[src/rtl/wdt_pkg.sv]
package wdt_pkg;
    localparam logic [7:0] CNT_KEY = 8'h5A;
    localparam logic [7:0] CSR_KEY = 8'hA5;

    typedef enum logic [1:0] {
        ST_RUN    = 2'd0,
        ST_SLEEP  = 2'd1,
        ST_SETTLE = 2'd2,
        ST_WOKEN  = 2'd3
    } wdt_state_e;
endpackage

[src/rtl/wdt_tick_sel.sv]
module wdt_tick_sel #(
    parameter int NUM_TAPS = 8,
    localparam int CKS_W   = $clog2(NUM_TAPS)
) (
    input  logic                clk,
    input  logic                rst_n,
    input  logic [NUM_TAPS-1:0] taps,
    input  logic [CKS_W-1:0]    cks,
    input  logic                wake_in,
    output logic                tick,
    output logic                wake_edge
);
    logic wake_prev;

    always_ff @(posedge clk or negedge rst_n) begin
        if (!rst_n) wake_prev <= 1'b0;
        else        wake_prev <= wake_in;
    end

    assign tick      = taps[cks];
    assign wake_edge = wake_in & ~wake_prev;
endmodule

[src/rtl/wdt_regs.sv]
module wdt_regs
    import wdt_pkg::*;
#(
    parameter int CNT_W = 8,
    parameter int KEY_W = 8,
    parameter int CKS_W = 3,
    localparam int DATA_W = KEY_W + CNT_W
) (
    input  logic              clk,
    input  logic              rst_n,
    input  logic              cnt_wr,
    input  logic              csr_wr,
    input  logic [DATA_W-1:0] wdata,
    input  logic              advance,
    input  logic              set_wovf,
    output logic              cnt_hit,
    output logic [CNT_W-1:0]  cnt,
    output logic              wovf,
    output logic              mode,
    output logic              tme,
    output logic [CKS_W-1:0]  cks
);
    logic             csr_hit;
    logic [CNT_W-1:0] lo;
    logic             unused_rsvd;

    assign lo          = wdata[CNT_W-1:0];
    assign cnt_hit     = cnt_wr && (wdata[DATA_W-1:CNT_W] == CNT_KEY);
    assign csr_hit     = csr_wr && (wdata[DATA_W-1:CNT_W] == CSR_KEY);
    assign unused_rsvd = ^lo[4:3];

    always_ff @(posedge clk or negedge rst_n) begin
        if (!rst_n)       cnt <= '0;
        else if (cnt_hit) cnt <= lo;
        else if (advance) cnt <= cnt + 1'b1;
    end

    always_ff @(posedge clk or negedge rst_n) begin
        if (!rst_n) begin
            wovf <= 1'b0;
            mode <= 1'b0;
            tme  <= 1'b0;
            cks  <= '0;
        end else begin
            if (csr_hit) begin
                mode <= lo[6];
                tme  <= lo[5];
                cks  <= lo[CKS_W-1:0];
            end
            if (set_wovf)      wovf <= 1'b1;
            else if (csr_hit)  wovf <= wovf & lo[7];
        end
    end

    // a write with the wrong key and no count pulse leaves the counter alone
    assert_bad_key_hold_R1: assert property (@(posedge clk) disable iff (!rst_n)
        (cnt_wr && !cnt_hit && !advance) |=> (cnt == $past(cnt)));

    // the flag only ever rises because the sequencer asked for it
    assert_wovf_source_R5: assert property (@(posedge clk) disable iff (!rst_n)
        $rose(wovf) |-> $past(set_wovf));
endmodule

[src/rtl/wdt_seq_fsm.sv]
module wdt_seq_fsm
    import wdt_pkg::*;
#(
    parameter int CNT_W = 8,
    localparam logic [CNT_W-1:0] MARK_M1 = {1'b0, {(CNT_W-1){1'b1}}}
) (
    input  logic             clk,
    input  logic             rst_n,
    input  logic             stby_active,
    input  logic             stby_enable,
    input  logic             wake_edge,
    input  logic             rst_wake,
    input  logic             tick,
    input  logic             cnt_hit,
    input  logic [CNT_W-1:0] cnt,
    input  logic             tme,
    input  logic             mode,
    output logic             run,
    output logic             advance,
    output logic             set_wovf,
    output wdt_state_e       state_q,
    output logic             clk_restart_req,
    output logic             restby_req,
    output logic             reset_req,
    output logic             intv_irq
);
    wdt_state_e state_d;
    logic       wrap, reach_mark;
    logic       ev_restart, ev_restby, ev_reset, ev_irq;

    assign advance    = run && tick && !cnt_hit;
    assign wrap       = advance && (cnt == '1);
    assign reach_mark = advance && (cnt == MARK_M1);

    always_ff @(posedge clk or negedge rst_n) begin
        if (!rst_n) state_q <= ST_RUN;
        else        state_q <= state_d;
    end

    always_comb begin
        state_d = state_q;
        unique case (state_q)
            ST_RUN:    if (stby_active) state_d = ST_SLEEP;
            ST_SLEEP: begin
                if (rst_wake)       state_d = ST_RUN;
                else if (wake_edge) state_d = ST_SETTLE;
            end
            ST_SETTLE: if (wrap) state_d = ST_WOKEN;
            ST_WOKEN: begin
                if (!stby_enable)    state_d = ST_RUN;
                else if (reach_mark) state_d = ST_SLEEP;
            end
            default: state_d = ST_RUN;
        endcase
    end

    always_comb begin
        run        = 1'b0;
        set_wovf   = 1'b0;
        ev_restart = 1'b0;
        ev_restby  = 1'b0;
        ev_reset   = 1'b0;
        ev_irq     = 1'b0;
        unique case (state_q)
            ST_RUN: begin
                run      = tme;
                set_wovf = wrap;
                ev_reset = wrap && mode;
                ev_irq   = wrap && !mode;
            end
            ST_SLEEP:  run = 1'b0;
            ST_SETTLE: begin
                run        = 1'b1;
                ev_restart = wrap;
            end
            ST_WOKEN: begin
                run       = stby_enable;
                ev_restby = reach_mark;
            end
            default: run = 1'b0;
        endcase
    end

    always_ff @(posedge clk or negedge rst_n) begin
        if (!rst_n) begin
            clk_restart_req <= 1'b0;
            restby_req      <= 1'b0;
            reset_req       <= 1'b0;
            intv_irq        <= 1'b0;
        end else begin
            clk_restart_req <= ev_restart;
            restby_req      <= ev_restby;
            reset_req       <= ev_reset;
            intv_irq        <= ev_irq;
        end
    end

    // at most one request per cycle
    assert_one_request_R4: assert property (@(posedge clk) disable iff (!rst_n)
        $onehot0({clk_restart_req, restby_req, reset_req, intv_irq}));

    // a restart request is always followed into the post-wake state
    assert_restart_woken_R7: assert property (@(posedge clk) disable iff (!rst_n)
        clk_restart_req |-> (state_q == ST_WOKEN));

    // the re-entry request always lands in standby
    assert_restby_sleep_R8: assert property (@(posedge clk) disable iff (!rst_n)
        restby_req |-> (state_q == ST_SLEEP));
endmodule

[src/rtl/wdt_standby_timer.sv]
module wdt_standby_timer
    import wdt_pkg::*;
#(
    parameter int CNT_W    = 8,
    parameter int KEY_W    = 8,
    parameter int NUM_TAPS = 8,
    localparam int CKS_W   = $clog2(NUM_TAPS),
    localparam int DATA_W  = KEY_W + CNT_W,
    localparam int PAD_W   = CNT_W - 3 - CKS_W,
    localparam logic [CNT_W-1:0] MARK = {1'b1, {(CNT_W-1){1'b0}}}
) (
    input  logic                clk,
    input  logic                rst_n,
    input  logic                cnt_wr,
    input  logic                csr_wr,
    input  logic [DATA_W-1:0]   wdata,
    input  logic [NUM_TAPS-1:0] tap_pulse,
    input  logic                wake_req,
    input  logic                stby_active,
    input  logic                stby_enable,
    input  logic                reset_wake,
    output logic [CNT_W-1:0]    cnt_value,
    output logic [CNT_W-1:0]    csr_value,
    output logic                clk_restart_req,
    output logic                restby_req,
    output logic                reset_req,
    output logic                intv_irq
);
    logic             tick, wake_edge, run, advance, set_wovf, cnt_hit;
    logic             wovf, mode, tme;
    logic [CKS_W-1:0] cks;
    logic [CNT_W-1:0] cnt;
    wdt_state_e       state_q;

    wdt_tick_sel #(.NUM_TAPS(NUM_TAPS)) u_tick (
        .clk(clk), .rst_n(rst_n), .taps(tap_pulse), .cks(cks),
        .wake_in(wake_req), .tick(tick), .wake_edge(wake_edge)
    );

    wdt_regs #(.CNT_W(CNT_W), .KEY_W(KEY_W), .CKS_W(CKS_W)) u_regs (
        .clk(clk), .rst_n(rst_n), .cnt_wr(cnt_wr), .csr_wr(csr_wr),
        .wdata(wdata), .advance(advance), .set_wovf(set_wovf),
        .cnt_hit(cnt_hit), .cnt(cnt), .wovf(wovf), .mode(mode),
        .tme(tme), .cks(cks)
    );

    wdt_seq_fsm #(.CNT_W(CNT_W)) u_fsm (
        .clk(clk), .rst_n(rst_n), .stby_active(stby_active),
        .stby_enable(stby_enable), .wake_edge(wake_edge),
        .rst_wake(reset_wake), .tick(tick), .cnt_hit(cnt_hit), .cnt(cnt),
        .tme(tme), .mode(mode), .run(run), .advance(advance),
        .set_wovf(set_wovf), .state_q(state_q),
        .clk_restart_req(clk_restart_req), .restby_req(restby_req),
        .reset_req(reset_req), .intv_irq(intv_irq)
    );

    assign cnt_value = cnt;
    assign csr_value = {wovf, mode, tme, {PAD_W{1'b0}}, cks};

    // a watchdog reset always comes with the flag set
    assert_reset_flag_R4: assert property (@(posedge clk) disable iff (!rst_n)
        reset_req |-> wovf);

    // a wakeup wrap leaves the counter at zero without raising the flag
    assert_restart_quiet_R7: assert property (@(posedge clk) disable iff (!rst_n)
        clk_restart_req |-> (cnt == '0 && !$rose(wovf)));

    // re-entry is requested exactly when the count reaches the mark
    assert_restby_mark_R8: assert property (@(posedge clk) disable iff (!rst_n)
        restby_req |-> (cnt == MARK));

    // in standby the counter moves only through a keyed write
    assert_sleep_freeze_R6: assert property (@(posedge clk) disable iff (!rst_n)
        (state_q == ST_SLEEP && !cnt_hit) |=> (cnt == $past(cnt)));
endmodule

[config.mk]
export PLATFORM = sky130hd
export DESIGN_NAME = wdt_standby_timer
export DESIGN_NICKNAME = d
export VERILOG_FILES = /design/src/rtl/wdt_pkg.sv /design/src/rtl/wdt_tick_sel.sv /design/src/rtl/wdt_regs.sv /design/src/rtl/wdt_seq_fsm.sv /design/src/rtl/wdt_standby_timer.sv
export SDC_FILE = /design/constraint.sdc
export NUM_CORES = 1
export LEC_CHECK = 0
export BUFFER_PORTS_ARGS = -buffer_cell sky130_fd_sc_hd__clkbuf_2
export CELL_PAD_IN_SITES_DETAIL_PLACEMENT = 2
export CELL_PAD_IN_SITES_GLOBAL_PLACEMENT = 2
export CORE_MARGIN = 8
export CORE_UTILIZATION = 28
export CTS_BUF_LIST = sky130_fd_sc_hd__clkbuf_2
export CTS_CLUSTER_SIZE = 12
export DETAILED_ROUTE_END_ITERATION = 16
export GPL_TIMING_DRIVEN = 0
export PLACE_DENSITY = 0.89
export SKIP_CTS_REPAIR_TIMING = 1
export SYNTH_ARGS = -nofsm -noshare
export SYNTH_HDL_FRONTEND = slang
export SYNTH_SLANG_ARGS = --single-unit
[constraint.sdc]
create_clock -name clk -period 2.2 [get_ports clk]
set_input_delay 0.44 -clock clk [delete_from_list [all_inputs] [get_ports clk]]
set_output_delay 0.44 -clock clk [all_outputs]
set_load 0.05 [all_outputs]
==> results.json <==
{
  "antenna_found_initial": 0,
  "fin_nets": 207,
  "seq_area_frac_synth_pct": 43.9,
  "fp.coreArea_mm2": 0.00406,
  "drc": 0,
  "max_freq_mhz": 490,
  "power_switching_uw": 859,
  "syn2layout_area_growth_pct": 28.4,
  "ios": 52,
  "r2r-start": "u_regs.cnt[0]",
  "routedWlPerCell_um": 17.5,
  "fin_total_pwr_mw": 1.64,
  "grt_pass1_wl_um": 6220,
  "ys_warn_count": 0,
  "min_period_over_period_pct": 92.8,
  "grt_max_degree": 22,
  "dpl.hpwl_um": 3170,
  "diodes": 0,
  "worst_setup_path_end_kind": "flip-flop",
  "syn_area_mm2": 0.00120,
  "synth_cell_type_count": 43,
  "grt_usage_pct": 12.0,
  "gp_congestion": 0.731,
  "outcome": "complete, no violations",
  "p_leak_nw": 0.760,
  "path_max_fanout": 5,
  "r2r_end": "u_fsm.intv_irq",
  "drtIter0Drc": 42,
  "die_x_um": 81.4,
  "numPortBuffers": 49,
  "cp-start-kind": "flip-flop",
  "cts_made_buffers": 3,
  "start_util_pct": 29.5,
  "insertion_delay_ns": 0.34,
  "cp.arrival_ns": 2.33,
  "fin_crit_ns": 2.04,
  "clock-sinks": 21,
  "drt_wl_total_um": 3910,
  "tightest_slew_ns": 0.567,
  "multi_input_area_um2": 599,
  "p_sw_share_pct": 52.5,
  "rows": 23,
  "layout-drive-gt1-share_pct": 43.9,
  "hold_viol_final": 0,
  "r2r_setup_slack_ns": 0.16,
  "min_path_type": "primary input to async pin",
  "viasPerCell": 5.09,
  "clock_path_buffers": 2,
  "setup_viol": 0,
  "combPwrFrac_pct": 49.6,
  "stdcell_count": 223,
  "num_vias": 1135,
  "fillCellCount": 448,
  "cap_violations": 0,
  "syn_inst": 119,
  "cts_tree": "built",
  "drt_first_pass_iters": 4,
  "drv_slew": 0,
  "p_per_area_mw_per_mm2": 1060,
  "root_buffer": "clkbuf_2",
  "htree_levels": 1,
  "ant_nets": 0,
  "avgSynthCellArea_um2": 10.1,
  "internal_power_uw": 777,
  "post-place-cells": 219,
  "fp.dieH_um": 81.4,
  "crit_type": "flip-flop to flip-flop",
  "grt_pass1_vias": 1326,
  "sequentialPowerShare_pct": 39.8,
  "yosys_register_bits": 21,
  "clockPowerShare_pct": 10.5,
  "grt-ovfl-total": 0,
  "clk_pin_slew_ns": 0.23,
  "die_area_mm2": 0.00663,
  "rsz0062_at_grt": "false",
  "peakVddDrop_v": 0.000669,
  "seq_area_um2": 527,
  "relSlewSlack_pct": 62.2,
  "reg2regPathDepth": 5,
  "worstPathRequired_ns": 2.48,
  "finClkSkew_ns": 0.0166
}
-- cell usage after synthesis --
| master | count | share of area [%] |
|---|---|---|
| or4_1 | 3 | 1.9 |
| o31a_1 | 1 | 0.73 |
| a31oi_1 | 4 | 2.1 |
| nand4_1 | 2 | 1.0 |
| clkbuf_1 | 1 | 0.31 |
| and4_4 | 1 | 0.94 |
| nor3_1 | 2 | 0.84 |
| nor2_2 | 2 | 1.0 |
| xnor2_1 | 1 | 0.73 |
| o221ai_1 | 1 | 0.73 |
| or2b_1 | 1 | 0.63 |
| o21ai_1 | 2 | 0.84 |
| nand4b_1 | 2 | 1.5 |
| nand2b_1 | 1 | 0.52 |
| o31ai_1 | 3 | 1.9 |
| a21oi_1 | 2 | 0.84 |
| nor3b_1 | 1 | 0.63 |
| o21a_1 | 1 | 0.63 |
| nor4_1 | 1 | 0.52 |
| and4bb_2 | 1 | 1.0 |
| buf_6 | 1 | 0.94 |
| nand2_1 | 12 | 3.8 |
| o31a_2 | 1 | 0.84 |
| buf_4 | 5 | 3.1 |
| ha_1 | 1 | 1.0 |
| xor2_1 | 2 | 1.5 |
| o32ai_2 | 2 | 2.7 |
| nor2_1 | 9 | 2.8 |
| o21ai_0 | 6 | 2.5 |
| or4b_4 | 1 | 1.1 |
| and3b_1 | 1 | 0.73 |
| dfrtp_1 | 21 | 44 |
| mux2_2 | 4 | 3.8 |
| or3_4 | 1 | 0.94 |
| and4b_1 | 1 | 0.84 |
| mux2i_1 | 5 | 4.2 |
| inv_1 | 6 | 1.9 |
| o211ai_1 | 1 | 0.63 |
| buf_2 | 1 | 0.42 |
| nand3_1 | 2 | 0.84 |
| o211a_1 | 1 | 0.84 |
| conb_1 | 1 | 0.31 |
| and4bb_1 | 1 | 1.0 |
-- layer usage --
| metal | vias up | part of all wire [%] | track usage, % |
|---|---|---|---|
| met5 | - | 0 | 0 |
| met4 | 0 | 0.28 | 2.68 |
| met3 | 2 | 6.7 | 3.97 |
| met2 | 35 | 53 | 22.8 |
| met1 | 563 | 40 | 12.5 |
| li1 | 535 | - | - |
-- worst max-delay path, stage by stage, from the launching register on --
cell and delay, ns:
dfrtp_1 0.47, ha_1 0.21, nand3_1 0.19, or4b_4 0.61, or3_4 0.41, nor2_2 0.09
-- sequential cells by signal, indices dropped and copies added, names as in the netlist, named ones only --
name / flops
u_fsm.intv_irq: 1
u_regs.cks: 3
u_regs.cnt: 8
u_tick.wake_prev: 1
u_fsm.reset_req: 1
u_fsm.clk_restart_req: 1
u_fsm.state_q: 1
u_regs.tme: 1
u_fsm.restby_req: 1
u_regs.mode: 1
u_regs.wovf: 1
-- cells by family after synthesis --
group                      Yosys count  share of synthesized area (%)
and+or+nand+nor                     45                           22.7
muxes                                9                           7.94
DFF                                 21                           43.9
other                                1                          0.313
AOI/OAI and AO/OA                   25                           15.3
adders and majority gates            1                           1.04
buffers and inverters               14                           6.69
xor gates and xnor gates             3                           2.19
-- metrics by stage --
stage                     setup WS [ns]  util, %  area, µm²  hold WS, ns  TNS [ns]
after floorplan                  0.0460        -       1200        0.144         0
after global placement           0.0378     37.2       1510        0.441         0
after detailed placement        -0.0357     37.2       1510        0.461   -0.0755
after CTS                        0.0825     37.7       1530       0.0515         0
after global routing             0.0389     37.9       1540       0.0280         0
final                             0.158     37.9       1540       0.0340         0
-- placed cells by master (no fill, tap or decap), types with 2 or more instances in the layout --
cell type,n
nand2_1,12
xor2_1,2
clkbuf_2,52
o32ai_2,2
a31oi_1,4
a21oi_1,2
buf_4,6
conb_1,2
o31ai_1,3
nand4b_1,2
or4_1,3
mux2_2,4
nand3_1,2
nor2_2,2
nand4_1,2
dfrtp_1,20
o21ai_0,6
inv_1,6
nor3_1,2
mux2i_1,5
nor2_1,9
-- power by group through the flow --
stage / Sequential (mW) / Combinational [mW] / Clock (mW)
finish: 0.651 / 0.812 / 0.173
global route: 0.672 / 0.882 / 0.201
CTS: 0.633 / 0.842 / 0.181
detailed placement: 0.643 / 0.837 / 0
global placement: 0.624 / 0.793 / 0
floorplan: 0.862 / 0.351 / 0
-- final cells by class --
type | count | area share, %
Clock inverter | 1 | 0.325
Multi-Input combinational cell | 85 | 39.0
Sequential cell | 21 | 34.3
Clock buffer | 3 | 0.976
Tap cell | 50 | 4.07
Buffer | 7 | 3.50
Timing Repair Buffer | 50 | 16.4
Inverter | 6 | 1.46
-- worst max-delay path by stage --
stage | startpoint | endpoint | slack [ns] | depth (start not counted)
after floorplan | u_regs.cnt[0] | u_fsm.intv_irq | 0.05 | 5
after global placement | wdata[15] | u_fsm.intv_irq | 0.04 | 7
after detailed placement | wdata[15] | u_fsm.state_q[0] | -0.04 | 7
after CTS | u_regs.cks[1] | u_regs.cnt[4] | 0.08 | 6
after global routing | u_regs.cnt[0] | u_fsm.intv_irq | 0.04 | 5
final | u_regs.cnt[0] | u_fsm.intv_irq | 0.16 | 5
Power figures use the tool's default switching activity.
